$ cat config.mk
export PLATFORM = sky130hd
export DESIGN_NAME = stride_xfer_engine
export DESIGN_NICKNAME = d
export VERILOG_FILES = /design/src/rtl/sxe_pkg.sv /design/src/rtl/sxe_addr_gen.sv /design/src/rtl/sxe_rd_track.sv /design/src/rtl/sxe_span_chk.sv /design/src/rtl/stride_xfer_engine.sv
export SDC_FILE = /design/constraint.sdc
export NUM_CORES = 1
export LEC_CHECK = 0
export CAP_MARGIN = 20
export CORE_MARGIN = 1
export CORE_UTILIZATION = 46
export CTS_BUF_LIST = sky130_fd_sc_hd__clkbuf_2
export CTS_CLUSTER_DIAMETER = 30
export DETAILED_ROUTE_END_ITERATION = 7
export DONT_BUFFER_PORTS = 1
export GPL_ROUTABILITY_DRIVEN = 0
export SYNTH_ARGS = -nofsm -noshare
export SYNTH_HDL_FRONTEND = slang
export SYNTH_SLANG_ARGS = --single-unit
$ cat constraint.sdc
create_clock -name clk -period 4.1 [get_ports clk]
set_input_delay 1.025 -clock clk [delete_from_list [all_inputs] [get_ports clk]]
set_output_delay 1.025 -clock clk [all_outputs]
set_load 0.02 [all_outputs]
$ cat src/rtl/sxe_pkg.sv
package sxe_pkg;

    typedef enum logic [2:0] {
        S_IDLE,
        S_LOAD,
        S_DRAIN,
        S_SPRD,
        S_STWR,
        S_FINISH
    } sxe_state_e;

    typedef enum logic {
        DIR_LOAD  = 1'b0,
        DIR_STORE = 1'b1
    } sxe_dir_e;

endpackage

$ cat src/rtl/sxe_addr_gen.sv
module sxe_addr_gen #(
    parameter int AW       = 32,
    parameter int LEN_W    = 16,
    parameter int CNT_W    = 16,
    parameter int STRIDE_W = 32
) (
    input  logic                clk,
    input  logic                rst_n,
    input  logic                init,
    input  logic [AW-1:0]       init_base,
    input  logic [LEN_W-1:0]    init_len,
    input  logic [CNT_W-1:0]    init_cnt,
    input  logic [STRIDE_W-1:0] init_stride,
    input  logic                step,
    output logic [AW-1:0]       addr,
    output logic                last
);

    logic [LEN_W-1:0]    len_q;
    logic [CNT_W-1:0]    cnt_q;
    logic [STRIDE_W-1:0] stride_q;
    logic [AW-1:0]       blk_base_q;
    logic [LEN_W-1:0]    word_q;
    logic [CNT_W-1:0]    blk_q;
    logic                word_last;
    logic                blk_last;

    assign word_last = (word_q == len_q - LEN_W'(1));
    assign blk_last  = (blk_q == cnt_q - CNT_W'(1));
    assign last      = word_last && blk_last;
    assign addr      = blk_base_q + AW'(word_q);

    always_ff @(posedge clk or negedge rst_n) begin
        if (!rst_n) begin
            len_q      <= '0;
            cnt_q      <= '0;
            stride_q   <= '0;
            blk_base_q <= '0;
            word_q     <= '0;
            blk_q      <= '0;
        end else if (init) begin
            len_q      <= init_len;
            cnt_q      <= init_cnt;
            stride_q   <= init_stride;
            blk_base_q <= init_base;
            word_q     <= '0;
            blk_q      <= '0;
        end else if (step) begin
            if (word_last) begin
                word_q     <= '0;
                blk_q      <= blk_q + CNT_W'(1);
                blk_base_q <= blk_base_q + AW'(stride_q);
            end else begin
                word_q <= word_q + LEN_W'(1);
            end
        end
    end


    addr_step_chk: assert property (@(posedge clk) disable iff (!rst_n)
        (step && !init && !word_last) |=> (addr == $past(addr) + AW'(1)));

endmodule

$ cat src/rtl/sxe_rd_track.sv
module sxe_rd_track #(
    parameter int MAX_OUT = 4
) (
    input  logic clk,
    input  logic rst_n,
    input  logic issue,
    input  logic retire,
    output logic can_issue,
    output logic idle
);

    localparam int CW = $clog2(MAX_OUT + 1);

    logic [CW-1:0] cnt_q;

    assign can_issue = (cnt_q < CW'(MAX_OUT));
    assign idle      = (cnt_q == '0);

    always_ff @(posedge clk or negedge rst_n) begin
        if (!rst_n) begin
            cnt_q <= '0;
        end else begin
            unique case ({issue, retire})
                2'b10:   cnt_q <= cnt_q + CW'(1);
                2'b01:   cnt_q <= cnt_q - CW'(1);
                default: cnt_q <= cnt_q;
            endcase
        end
    end


    out_limit_chk: assert property (@(posedge clk) disable iff (!rst_n)
        cnt_q <= CW'(MAX_OUT));


    no_orphan_rsp_chk: assert property (@(posedge clk) disable iff (!rst_n)
        retire |-> (cnt_q != '0));

endmodule

$ cat src/rtl/sxe_span_chk.sv
module sxe_span_chk #(
    parameter int SPM_AW    = 13,
    parameter int SPM_WORDS = 6144,
    parameter int LEN_W     = 16,
    parameter int CNT_W     = 16
) (
    input  logic [SPM_AW-1:0] base,
    input  logic [LEN_W-1:0]  len,
    input  logic [CNT_W-1:0]  cnt,
    output logic              empty,
    output logic              over
);

    localparam int TW = LEN_W + CNT_W + 1;

    logic [TW-1:0] total;
    logic [TW-1:0] end_w;

    assign total = TW'(len) * TW'(cnt);
    assign end_w = TW'(base) + total;
    assign empty = (len == '0) || (cnt == '0);
    assign over  = (end_w > TW'(SPM_WORDS));

endmodule

$ cat src/rtl/stride_xfer_engine.sv
module stride_xfer_engine
    import sxe_pkg::*;
#(
    parameter int AW        = 32,
    parameter int DW        = 32,
    parameter int SPM_AW    = 13,
    parameter int SPM_WORDS = 6144,
    parameter int LEN_W     = 16,
    parameter int CNT_W     = 16,
    parameter int STRIDE_W  = 32,
    parameter int MAX_OUT   = 4
) (
    input  logic                clk,
    input  logic                rst_n,
    input  logic                cmd_start,
    input  logic                cmd_dir,
    input  logic [AW-1:0]       cmd_ext_base,
    input  logic [SPM_AW-1:0]   cmd_spm_base,
    input  logic [LEN_W-1:0]    cmd_blk_len,
    input  logic [STRIDE_W-1:0] cmd_stride,
    input  logic [CNT_W-1:0]    cmd_blk_cnt,
    output logic                busy,
    output logic                done,
    output logic                err_busy,
    output logic                err_range,
    output logic                mem_req,
    output logic                mem_we,
    output logic [AW-1:0]       mem_addr,
    output logic [DW-1:0]       mem_wdata,
    input  logic                mem_gnt,
    input  logic                mem_rvalid,
    input  logic [DW-1:0]       mem_rdata,
    output logic                spm_en,
    output logic                spm_we,
    output logic [SPM_AW-1:0]   spm_addr,
    output logic [DW-1:0]       spm_wdata,
    input  logic [DW-1:0]       spm_rdata
);

    sxe_state_e        state_q;
    sxe_state_e        state_d;
    logic [SPM_AW-1:0] spm_ptr_q;
    logic              fresh_q;
    logic [DW-1:0]     hold_q;
    logic              err_busy_q;
    logic              err_range_q;

    logic              accept;
    logic              desc_empty;
    logic              desc_over;
    logic              gen_step;
    logic              gen_last;
    logic [AW-1:0]     gen_addr;
    logic              rd_issue;
    logic              rd_retire;
    logic              can_issue;
    logic              rd_idle;
    logic              in_load;

    assign accept    = (state_q == S_IDLE) && cmd_start;
    assign in_load   = (state_q == S_LOAD) || (state_q == S_DRAIN);
    assign gen_step  = mem_req && mem_gnt;
    assign rd_issue  = gen_step && !mem_we;
    assign rd_retire = mem_rvalid && in_load;

    sxe_span_chk #(
        .SPM_AW    (SPM_AW),
        .SPM_WORDS (SPM_WORDS),
        .LEN_W     (LEN_W),
        .CNT_W     (CNT_W)
    ) span_i (
        .base  (cmd_spm_base),
        .len   (cmd_blk_len),
        .cnt   (cmd_blk_cnt),
        .empty (desc_empty),
        .over  (desc_over)
    );

    sxe_addr_gen #(
        .AW       (AW),
        .LEN_W    (LEN_W),
        .CNT_W    (CNT_W),
        .STRIDE_W (STRIDE_W)
    ) gen_i (
        .clk         (clk),
        .rst_n       (rst_n),
        .init        (accept),
        .init_base   (cmd_ext_base),
        .init_len    (cmd_blk_len),
        .init_cnt    (cmd_blk_cnt),
        .init_stride (cmd_stride),
        .step        (gen_step),
        .addr        (gen_addr),
        .last        (gen_last)
    );

    sxe_rd_track #(
        .MAX_OUT (MAX_OUT)
    ) track_i (
        .clk       (clk),
        .rst_n     (rst_n),
        .issue     (rd_issue),
        .retire    (rd_retire),
        .can_issue (can_issue),
        .idle      (rd_idle)
    );

    // next-state logic
    always_comb begin
        state_d = state_q;
        unique case (state_q)
            S_IDLE: begin
                if (cmd_start) begin
                    if (desc_empty || desc_over)
                        state_d = S_FINISH;
                    else if (cmd_dir == DIR_STORE)
                        state_d = S_SPRD;
                    else
                        state_d = S_LOAD;
                end
            end
            S_LOAD: begin
                if (gen_step && gen_last)
                    state_d = S_DRAIN;
            end
            S_DRAIN: begin
                if (rd_idle)
                    state_d = S_FINISH;
            end
            S_SPRD: begin
                state_d = S_STWR;
            end
            S_STWR: begin
                if (gen_step)
                    state_d = gen_last ? S_FINISH : S_SPRD;
            end
            S_FINISH: begin
                state_d = S_IDLE;
            end
            default: state_d = S_IDLE;
        endcase
    end

    // state register
    always_ff @(posedge clk or negedge rst_n) begin
        if (!rst_n)
            state_q <= S_IDLE;
        else
            state_q <= state_d;
    end

    // outputs
    always_comb begin
        busy    = 1'b0;
        done    = 1'b0;
        mem_req = 1'b0;
        mem_we  = 1'b0;
        spm_en  = 1'b0;
        spm_we  = 1'b0;
        unique case (state_q)
            S_IDLE: begin
            end
            S_LOAD: begin
                busy    = 1'b1;
                mem_req = can_issue;
            end
            S_DRAIN: begin
                busy = 1'b1;
            end
            S_SPRD: begin
                busy   = 1'b1;
                spm_en = 1'b1;
            end
            S_STWR: begin
                busy    = 1'b1;
                mem_req = 1'b1;
                mem_we  = 1'b1;
            end
            S_FINISH: begin
                busy = 1'b1;
                done = 1'b1;
            end
            default: begin
            end
        endcase
        if (rd_retire) begin
            spm_en = 1'b1;
            spm_we = 1'b1;
        end
        mem_addr  = gen_addr;
        mem_wdata = fresh_q ? spm_rdata : hold_q;
        spm_addr  = spm_ptr_q;
        spm_wdata = mem_rdata;
        err_busy  = err_busy_q;
        err_range = err_range_q;
    end

    // datapath and flags
    always_ff @(posedge clk or negedge rst_n) begin
        if (!rst_n) begin
            spm_ptr_q   <= '0;
            fresh_q     <= 1'b0;
            hold_q      <= '0;
            err_busy_q  <= 1'b0;
            err_range_q <= 1'b0;
        end else begin
            fresh_q <= (state_q == S_SPRD);
            if (state_q == S_STWR)
                hold_q <= mem_wdata;
            if (accept)
                spm_ptr_q <= cmd_spm_base;
            else if (spm_en)
                spm_ptr_q <= spm_ptr_q + SPM_AW'(1);
            if (accept) begin
                err_busy_q  <= 1'b0;
                err_range_q <= !desc_empty && desc_over;
            end else if (cmd_start) begin
                err_busy_q <= 1'b1;
            end
        end
    end


    done_pulse_chk: assert property (@(posedge clk) disable iff (!rst_n)
        done |=> !done);


    req_in_busy_chk: assert property (@(posedge clk) disable iff (!rst_n)
        (mem_req || spm_en) |-> busy);


    req_hold_chk: assert property (@(posedge clk) disable iff (!rst_n)
        (mem_req && !mem_gnt) |=> (mem_req && $stable(mem_addr) && $stable(mem_we)));


    spm_bound_chk: assert property (@(posedge clk) disable iff (!rst_n)
        spm_en |-> (32'(spm_addr) < 32'(SPM_WORDS)));


    empty_fast_chk: assert property (@(posedge clk) disable iff (!rst_n)
        (state_q == S_IDLE && cmd_start && desc_empty) |=> (done && !mem_req && !spm_en && !err_range));


    busy_start_chk: assert property (@(posedge clk) disable iff (!rst_n)
        (cmd_start && busy) |=> err_busy);

endmodule

; ---- Word-level counts from Yosys, hierarchy flattened
; Cells that the tools add are included.
[totals]
regBits = 182
in_bits = 179
output_inout_bits = 117
wordCells = 93
[op_classes]
addsub = 10
multipliers = 1
order_cmp = 2
n_eq_ne = 13
n_mux = 30
reduce_logical = 24
[op_table]
columns = operator, n
row1 = 2-to-1 mux 32 bit, 4
row2 = 2-to-1 mux 16 bit, 6
row3 = adder 13 x 32 -> 33 bit, 1
row4 = "> comparator 33 x 13 -> 1 bit, second input constant", 1
row5 = "adder 16 x 1 -> 16 bit, second input constant", 2
row6 = adder 32 x 16 -> 32 bit, 1
row7 = adder 32 bit, 1
row8 = == test 16 bit, 2
row9 = logical NOT 16 bit, 2
row10 = multiplier 16 x 16 -> 32 bit, 1
row11 = "subtractor 16 x 1 -> 16 bit, second input constant", 2
row12 = 2-to-1 mux 13 bit, 2
row13 = 2-to-1 mux 3 bit, 6
row14 = case mux 3 bit (5 select lines), 1
row15 = "adder 13 x 1 -> 13 bit, second input constant", 1
row16 = nonzero test 2 bit, 5
row17 = 2-to-1 mux 1 bit, 8
row18 = logical AND 1 bit, 7
row19 = "== test 3 x 2 -> 1 bit, second input constant", 2
row20 = "== test 3 bit, second input constant", 2
row21 = logical NOT 3 bit, 2
row22 = "!= test 2 bit, second input constant", 3
row23 = case mux 3 bit (2 select lines), 1
row24 = OR reduction 5 bit, 1
row25 = other kinds (13), 16

; ---- Depth between registers and ports, before layout
; Gate-level depths: netlist of run 1.
[depth]
word_depth = 7
mapped_depth = 27
mapped_depth_nobuf = 25

; ---- Cells and area by module
; Synthesis of run 1 repeated with hierarchy kept, for this count alone.
[unflattened]
cells_unflattened = 2376
hier_area_um2 = 21674.5
[by_module_without_submodules]
columns = mod, instances, cells_per_inst, area_each_um2, seq_area_each_um2
row1 = sxe_span_chk, 1, 1113, 9382.7, 0.0
row2 = sxe_addr_gen, 1, 979, 9160.0, 3203.1
row3 = stride_xfer_engine, 1, 267, 2961.6, 1276.2
row4 = sxe_rd_track, 1, 17, 170.2, 75.1

; ---- Worst setup path after synthesis of run 1
; Ideal clock, no wire load.
[synth_timing]
kind = input -> register
from = in cmd_blk_cnt[3]
to = reg state_q[1]
setup_ns = 0.064
arrival_ns = 7.608
t_required_ns = 4.036
slack_ns = -3.573
path_stages = 23
n_path_buf = 2
path_cell_list = clkbuf_1 -> clkbuf_1 -> nand2_1 -> fa_1 -> fa_1 -> fa_1 -> inv_1 -> ha_1 -> fa_1 -> inv_1 -> fa_1 -> inv_1 -> ha_1 -> or4_4 -> o21a_4 -> a311o_1 -> xor2_1 -> or4_4 -> nor4_2 -> nand4b_1 -> or4_1 -> nor3_2 -> a211o_1
[synth_between]
elab_chain_cells = 7
elab_cells_between_ends = 9
classes_between = add/sub (1) / mul (1) / order compare (1) / mux (3) / reduce/logical (3)
[synth_lines]
columns = element, line_no
row1 = start: declaration, stride_xfer_engine.sv:21  ; input logic [CNT_W-1:0] cmd_blk_cnt,
row2 = multiplier 16 x 16 -> 32 bit, sxe_span_chk.sv:19  ; assign total = TW'(len) * TW'(cnt);
row3 = adder 13 x 32 -> 33 bit, sxe_span_chk.sv:20  ; assign end_w = TW'(base) + total;
row4 = > comparator 33 x 13 -> 1 bit, sxe_span_chk.sv:22  ; assign over = (end_w > TW'(SPM_WORDS));
row5 = logical OR 1 bit *, stride_xfer_engine.sv:114  ; if (desc_empty || desc_over)
row6 = 2-to-1 mux 3 bit *, stride_xfer_engine.sv:114
row7 = 2-to-1 mux 3 bit *, stride_xfer_engine.sv:113  ; if (cmd_start) begin
row8 = case mux 3 bit (5 select lines) *, stride_xfer_engine.sv:111  ; unique case (state_q)
row9 = end signal: assignment, stride_xfer_engine.sv:149  ; state_q <= state_d;
row10 = end: declaration, stride_xfer_engine.sv:40  ; sxe_state_e state_q;
; Every way passes the cells marked *; elsewhere a longest branch is shown, timed or not. The select of a mux whose other input is x is not followed.
; A chain may end at the register's enable or synchronous reset.

; ---- Worst setup path after layout of run 1
[layout_timing]
from = in cmd_blk_len[6]
to = reg state_q[2]
[layout_between]
elab_chain_cells = 7
elab_cells_between_ends = 9
classes_between = add/sub (1) / mul (1) / order compare (1) / mux (3) / reduce/logical (3)
[layout_lines]
columns = element, line_no
row1 = start: declaration, stride_xfer_engine.sv:19  ; input logic [LEN_W-1:0] cmd_blk_len,
row2 = multiplier 16 x 16 -> 32 bit, sxe_span_chk.sv:19
row3 = adder 13 x 32 -> 33 bit, sxe_span_chk.sv:20
row4 = > comparator 33 x 13 -> 1 bit, sxe_span_chk.sv:22
row5 = logical OR 1 bit *, stride_xfer_engine.sv:114
row6 = 2-to-1 mux 3 bit *, stride_xfer_engine.sv:114
row7 = 2-to-1 mux 3 bit *, stride_xfer_engine.sv:113
row8 = case mux 3 bit (5 select lines) *, stride_xfer_engine.sv:111
; Marks and branches as above.

==> results of run 1 <==
[critical path: stages]
cell and delay [ps]:
and2_4 140, fa_1 530, inv_1 50, fa_1 470
fa_1 490, inv_1 50, fa_1 450, fa_1 490
inv_1 50, fa_1 530, inv_1 60, ha_4 230
a211oi_4 260, o21ai_2 130, buf_4 150, buf_4 130
a31oi_4 210, nand3_2 110, a311o_1 370, a211o_1 320
or4_4 530, o211ai_1 190, nand2_1 70
[flip-flops by register name, indices dropped and copies added (netlist names)]
signal and count:
err_busy 1, gen_i.blk_base_q 32, track_i.cnt_q 3, gen_i.cnt_q 16
gen_i.len_q 16, err_range 1, gen_i.stride_q 32, state_q 3
spm_addr 13, hold_q 32, gen_i.blk_q 16, gen_i.word_q 16
fresh_q 1
[final timing paths]
| check | from | end | slack (ps) | cells past startpoint |
|---|---|---|---|---|
| setup / recovery | cmd_blk_len[6] | state_q[2] | -2160 | 23 |
| hold / removal | rst_n | gen_i.word_q[15] | -230 | 0 |
| setup reg to reg | gen_i.blk_base_q[0] | gen_i.blk_base_q[30] | 350 | 15 |
| hold reg to reg | gen_i.stride_q[23] | gen_i.stride_q[23] | 520 | 2 |
| max in group asynchronous | rst_n | hold_q[10] | 4070 | 0 |
| min in group clk | cmd_blk_len[15] | gen_i.len_q[15] | 160 | 2 |
[cells in the final DEF (no fill, tap or decap), types with 23 or more instances in the layout]
cell	n
and3_1	31
mux2_2	64
and2_1	111
nand3_1	32
a21o_1	23
fa_1	207
o21ai_0	104
ha_1	146
mux2i_1	35
nand2_1	433
a21oi_1	64
nor2_1	89
dfrtp_1	181
xor2_1	55
nor3_1	34
inv_1	308
buf_4	184
xnor2_1	63
[cell usage after synthesis (35+ instances only)]
| master | instances | share of area (%) |
|---|---|---|
| ha_1 | 166 | 9.8 |
| o21ai_0 | 120 | 2.8 |
| nand3_1 | 38 | 0.89 |
| xnor2_1 | 73 | 3.0 |
| xor2_1 | 57 | 2.3 |
| dfrtp_1 | 182 | 21 |
| inv_1 | 321 | 5.7 |
| fa_1 | 211 | 20 |
| nor3_1 | 37 | 0.87 |
| nand2_1 | 441 | 7.8 |
| nor2_1 | 98 | 1.7 |
| clkbuf_1 | 94 | 1.7 |
| a21oi_1 | 79 | 1.9 |
| mux2_2 | 64 | 3.4 |
| and2_1 | 117 | 3.4 |
| mux2i_1 | 35 | 1.6 |
[metal layers]
| metal | wire (um) | part of all wire (%) | vias to the layer above | global-route usage, % |
|---|---|---|---|---|
| met1 | 25100 | 43 | 8607 | 33.3 |
| met3 | 3410 | 5.8 | 60 | 3.66 |
| met5 | 0 | 0 | - | 0 |
| met4 | 1230 | 2.1 | 0 | 6.78 |
| met2 | 29100 | 49 | 532 | 43.3 |
| li1 | - | - | 8230 | - |
[through the flow]
step	area [sq um]	setup WS [ps]	hold WS [ps]	utilization (%)	setup TNS, ps
finish	23900	-2160	-235	52.6	-19760
global route	23900	-2250	-367	52.6	-26280
CTS	23600	-2010	-356	51.9	-22750
detailed placement	22900	-3320	470	50.3	-10830
global placement	22900	-3240	468	50.3	-10360
floorplan	21600	-3060	450	-	-8790
[cell families after synthesis]
| kind of cell | after synthesis | synth area share [%] |
|---|---|---|
| AO/OA/AOI/OAI | 357 | 10.6 |
| XOR/XNOR | 130 | 5.35 |
| adder cells (fa/ha/maj) | 377 | 29.6 |
| buffers and inverters | 454 | 8.58 |
| flip-flops | 182 | 21.4 |
| multiplexers | 99 | 5.03 |
| AND/OR/NAND/NOR | 880 | 19.4 |
[final cells by class]
type                            count  share of cell area [%]
Multi-Input combinational cell   1843                    65.6
Antenna cell                        1                  0.0105
Inverter                          322                    5.05
Timing Repair Buffer              193                    6.19
Tap cell                          600                    3.14
Sequential cell                   182                    19.0
Clock inverter                     15                   0.669
Clock buffer                       17                   0.355
[what timing repair did]
action                                  CTS  global route
pin swaps                                85            74
endpoints found under the hold margin   182           182
endpoints found under the setup margin   29            29
buffers inserted                         12            10
resized for setup                        93            61
==> reports/metrics.yaml, run 1 <==
cts:
  clockBufferDepth: 2
  clock_latency_ps: 910
  cts-htree-levels: 4
  clk_pin_slew_ps: 340
  clockRootBuffer: "clkbuf_2"
  cts_tree: "built"
  clock-sinks: 182
  cts_buffers: 17
worst_setup_path:
  arrival_ps: 7060
  critPathCaptureType: "register"
  worstPathRequired_ps: 4900
  worst_setup_path_start_kind: "primary input"
  crit_type: "in -> reg"
  worstPathMaxFanout: 18
final_layout:
  area_growth_pct: 12.5
  fill_cells: 4271
  multi_input_area_sq_um: 15700
  seq_area_sq_um: 4560
  layout-drive-gt1-share_pct: 17.0
  final_nets: 3115
  final_cells: 3173
grt:
  grt_overflow_total: 0
  antenna_found_initial: 1
  grt_max_degree: 183
  grt_pass1_vias: 17675
  grt_util_all_layers_pct: 25.3
  grt_pass1_wl_um: 94300
timing:
  tightest_slew_ps: 820
  hold_violations: 182
  worst_clock_skew_ps: 80.1
  setup_viol: 26
  finalCriticalPeriod_ps: 6260
  maxSlewViolCount: 0
  finalCritPeriodShare_pct: 153
  max_slew_margin_pct: 45.4
  rsz0062_at_grt: "true"
  fmax_mhz: 160
  setup_ws_ps: -2160
  hold_slack_ps: -235
synth:
  synth_edf_count: 0
  synthArstFlopShare_pct: 100
  syn_nets: 3035
  syn_inst: 2479
  synth_cell_type_count: 69
  yosys_warnings: 0
  seq_area_frac_synth_pct: 21.4
  avgSynthCellArea_sq_um: 8.59
  yosys_most_used_dff: "dfrtp_1"
  netlist_area_sq_um: 21300
  ys_seq_elements: 182
floorplan:
  die_x_um: 217
  initial_core_util_pct: 46.8
  core_area_sq_um: 45500
  die_h_um: 217
  dieArea_sq_um: 47100
  io_pins: 296
  num_rows: 78
drt:
  drc: 0
  num_vias: 17429
  ant_nets: 0
  viasPerCell: 5.49
  wire_per_inst_um: 18.5
  drt_wl_total_um: 58900
  firstDrtPassIters: 5
  drt_iter0_markers: 1242
placement:
  dp_hpwl_um: 45900
  port_buffers: 0
  placed_cells: 3120
hold_path:
  hold_path.class: "in -> async"
status:
  violations: "hold timing, setup timing"
  status: "finished, violations left"
run:
  max_cap_violations: 0
Power of run 1 is left out: the tool's default activity adds up to more than one toggle a clock period on the data nets, which glitch-free logic cannot reach.
==> run 2: changes to the inputs <==
--- a/config.mk
+++ b/config.mk
@@ -6,13 +6,14 @@
 export NUM_CORES = 1
 export LEC_CHECK = 0
 export CAP_MARGIN = 20
-export CORE_MARGIN = 1
+export CORE_ASPECT_RATIO = 1.5
 export CORE_UTILIZATION = 46
 export CTS_BUF_LIST = sky130_fd_sc_hd__clkbuf_2
 export CTS_CLUSTER_DIAMETER = 30
 export DETAILED_ROUTE_END_ITERATION = 7
 export DONT_BUFFER_PORTS = 1
 export GPL_ROUTABILITY_DRIVEN = 0
+export SETUP_SLACK_MARGIN = 0.4
 export SYNTH_ARGS = -nofsm -noshare
 export SYNTH_HDL_FRONTEND = slang
 export SYNTH_SLANG_ARGS = --single-unit
==> run 2 against run 1 <==
The run ends with DRC, hold timing, setup timing left. Via count increased by 1.5%. First-iteration DRC count decreased by 29%. Register-to-register slack improved by 120 ps. Clock skew decreased by 35 ps. Non-clock buffer count decreased by 7. Largest cell class unchanged. Critical path type unchanged.
==> reports/metrics.yaml, run 2 (same netlist as run 1, synthesis figures left out) <==
floorplan:
  die_h_um: 265  # +22%
  initial_core_util_pct: 46.5  # -0.29 points
  num_rows: 96  # +23%
  dieArea_sq_um: 47200  # about the same
  core_area_sq_um: 45800  # +0.63%
  io_pins: 296  # unchanged
  die_x_um: 178  # -18%
timing:
  finalCritPeriodShare_pct: 153  # +0.39 points
  tightest_slew_ps: 909  # +89.1 ps
  max_slew_margin_pct: 39.4  # -5.9 points
  hold_slack_ps: -250  # -14.8 ps
  rsz0062_at_grt: "true"
  fmax_mhz: 159  # -0.25%
  setup_ws_ps: -2180  # -15.8 ps
  finalCriticalPeriod_ps: 6280  # +15.8 ps
  setup_viol: 27  # +3.8%
  hold_violations: 182  # unchanged
  worst_clock_skew_ps: 44.6  # -35.5 ps
  maxSlewViolCount: 0  # unchanged
worst_setup_path:
  critPathCaptureType: "register"
  worst_setup_path_start_kind: "primary input"
  worstPathRequired_ps: 4940  # +40 ps
  arrival_ps: 7120  # +60 ps
  r2r_end: "state_q[1]"
  r2r_cells: 16  # +1
  crit_type: "in -> reg"
  worstPathMaxFanout: 18  # unchanged
  crit_start: "cmd_blk_len[2]"
  r2r_start: "gen_i.len_q[0]"
  r2r_setup_slack_ps: 470  # +120 ps
drt:
  viasPerCell: 5.61  # +2.1%
  num_vias: 17695  # +1.5%
  drt_wl_total_um: 60600  # +3.0%
  drc: 1  # +1
  ant_nets: 0  # unchanged
  drt_iter0_markers: 878  # -29%
  wire_per_inst_um: 19.2  # +3.6%
  firstDrtPassIters: 7  # +2
placement:
  dp_hpwl_um: 47100  # +2.7%
  port_buffers: 0  # unchanged
  placed_cells: 3103  # -0.54%
  pre_cts_ws_ps: -3350  # -34.8 ps
grt:
  grt_util_all_layers_pct: 26.3  # +0.99 points
  grt_overflow_total: 0  # unchanged
  grt_pass1_wl_um: 95900  # +1.7%
  grt_max_degree: 183  # unchanged
  antenna_found_initial: 2  # +1
  grt_pass1_vias: 18487  # +4.6%
final_layout:
  layout_commonest_cell: "nand2_1"
  layout-drive-gt1-share_pct: 16.6  # -0.38 points
  fill_cells: 4282  # +0.26%
  final_cells: 3155  # -0.57%
  top_regs: "gen_i.blk_base_q: 32 flops, gen_i.stride_q: 32 flops, hold_q: 32 flops"
  area_growth_pct: 13.0
  layout_common_cells: "nand2_1 (434), inv_1 (315), fa_1 (206)"
  final_core_util_pct: 52.6  # -0.071 points
  final_nets: 3108  # -0.22%
status:
  status: "finished, violations left"
  violations: "DRC, hold timing, setup timing"
cts:
  cts-htree-levels: 4  # unchanged
  clock_latency_ps: 910  # about the same
  clockBufferDepth: 2  # unchanged
  clk_pin_slew_ps: 320  # -20 ps
  clock-sinks: 182  # unchanged
  cts_buffers: 17  # unchanged
  clockRootBuffer: "clkbuf_2"
  cts_tree: "built"
run:
  max_cap_violations: 0  # unchanged
hold_path:
  hold_path.class: "in -> async"
==> run 2: changes by cell type in the layout (fill, tap and decap cells not counted), sizes merged <==
cell      delta
buf          -7
bufinv       +2
clkinvlp     -1
clkinv       -2
diode        +1
inv          +1
==> run 2: stage by stage <==
step | TNS (ps) | instance area, sq um
global placement | -9820 | 22900
floorplan | -8790 | 21700
CTS | -21190 | 23800
finish | -19770 | 24100
global route | -25820 | 24100
detailed placement | -9870 | 22900
==> run 2: layout make-up <==
type	instances	area (sq um)	area share (%)
repair buffers	186	1470	6.11
clock buffers	17	85.1	0.354
diodes	2	5.00	0.0208
flip-flops and latches	182	4560	18.9
inverters	322	1210	5.03
well taps	588	736	3.06
clock inverters	15	206	0.858
multi-input cells	1843	15800	65.6
==> run 2: routing by layer <==
metal | global-route usage (%) | vias up | part of all wire [%]
li1 | - | 8227 | -
met3 | 2.70 | 133 | 4.2
met2 | 49.2 | 490 | 54
met5 | 0 | - | 0
met4 | 15.6 | 0 | 5.9
met1 | 27.9 | 8845 | 36
==> run 2: critical path: stages <==
cell      delay, ps
and2_4          140
fa_1            540
inv_1            60
fa_1            510
inv_1            40
ha_2            160
fa_1            460
fa_1            550
inv_1            50
fa_1            490
inv_2            50
ha_4            150
or4_4           540
o21a_4          230
a311o_1         350
xor2_1          150
or4_4           540
nor4_4          160
nand4b_1        170
or4_4           450
nor3_2          130
a211o_1         140
==> run 2: how the worst max path moves through the flow <==
stage,cells past startpoint,endpoint
floorplan,23,state_q[2]
global placement,22,state_q[2]
detailed placement,23,state_q[1]
CTS,22,state_q[1]
global route,24,state_q[1]
finish,22,state_q[1]
==> run 2: repair_timing <==
item,4_1_cts,5_1_grt
buffers inserted,13,5
pin swaps,55,38
endpoints found under the setup margin,34,36
endpoints found under the hold margin,182,182
resized for setup,100,47
Power of run 2 is left out for the same reason.
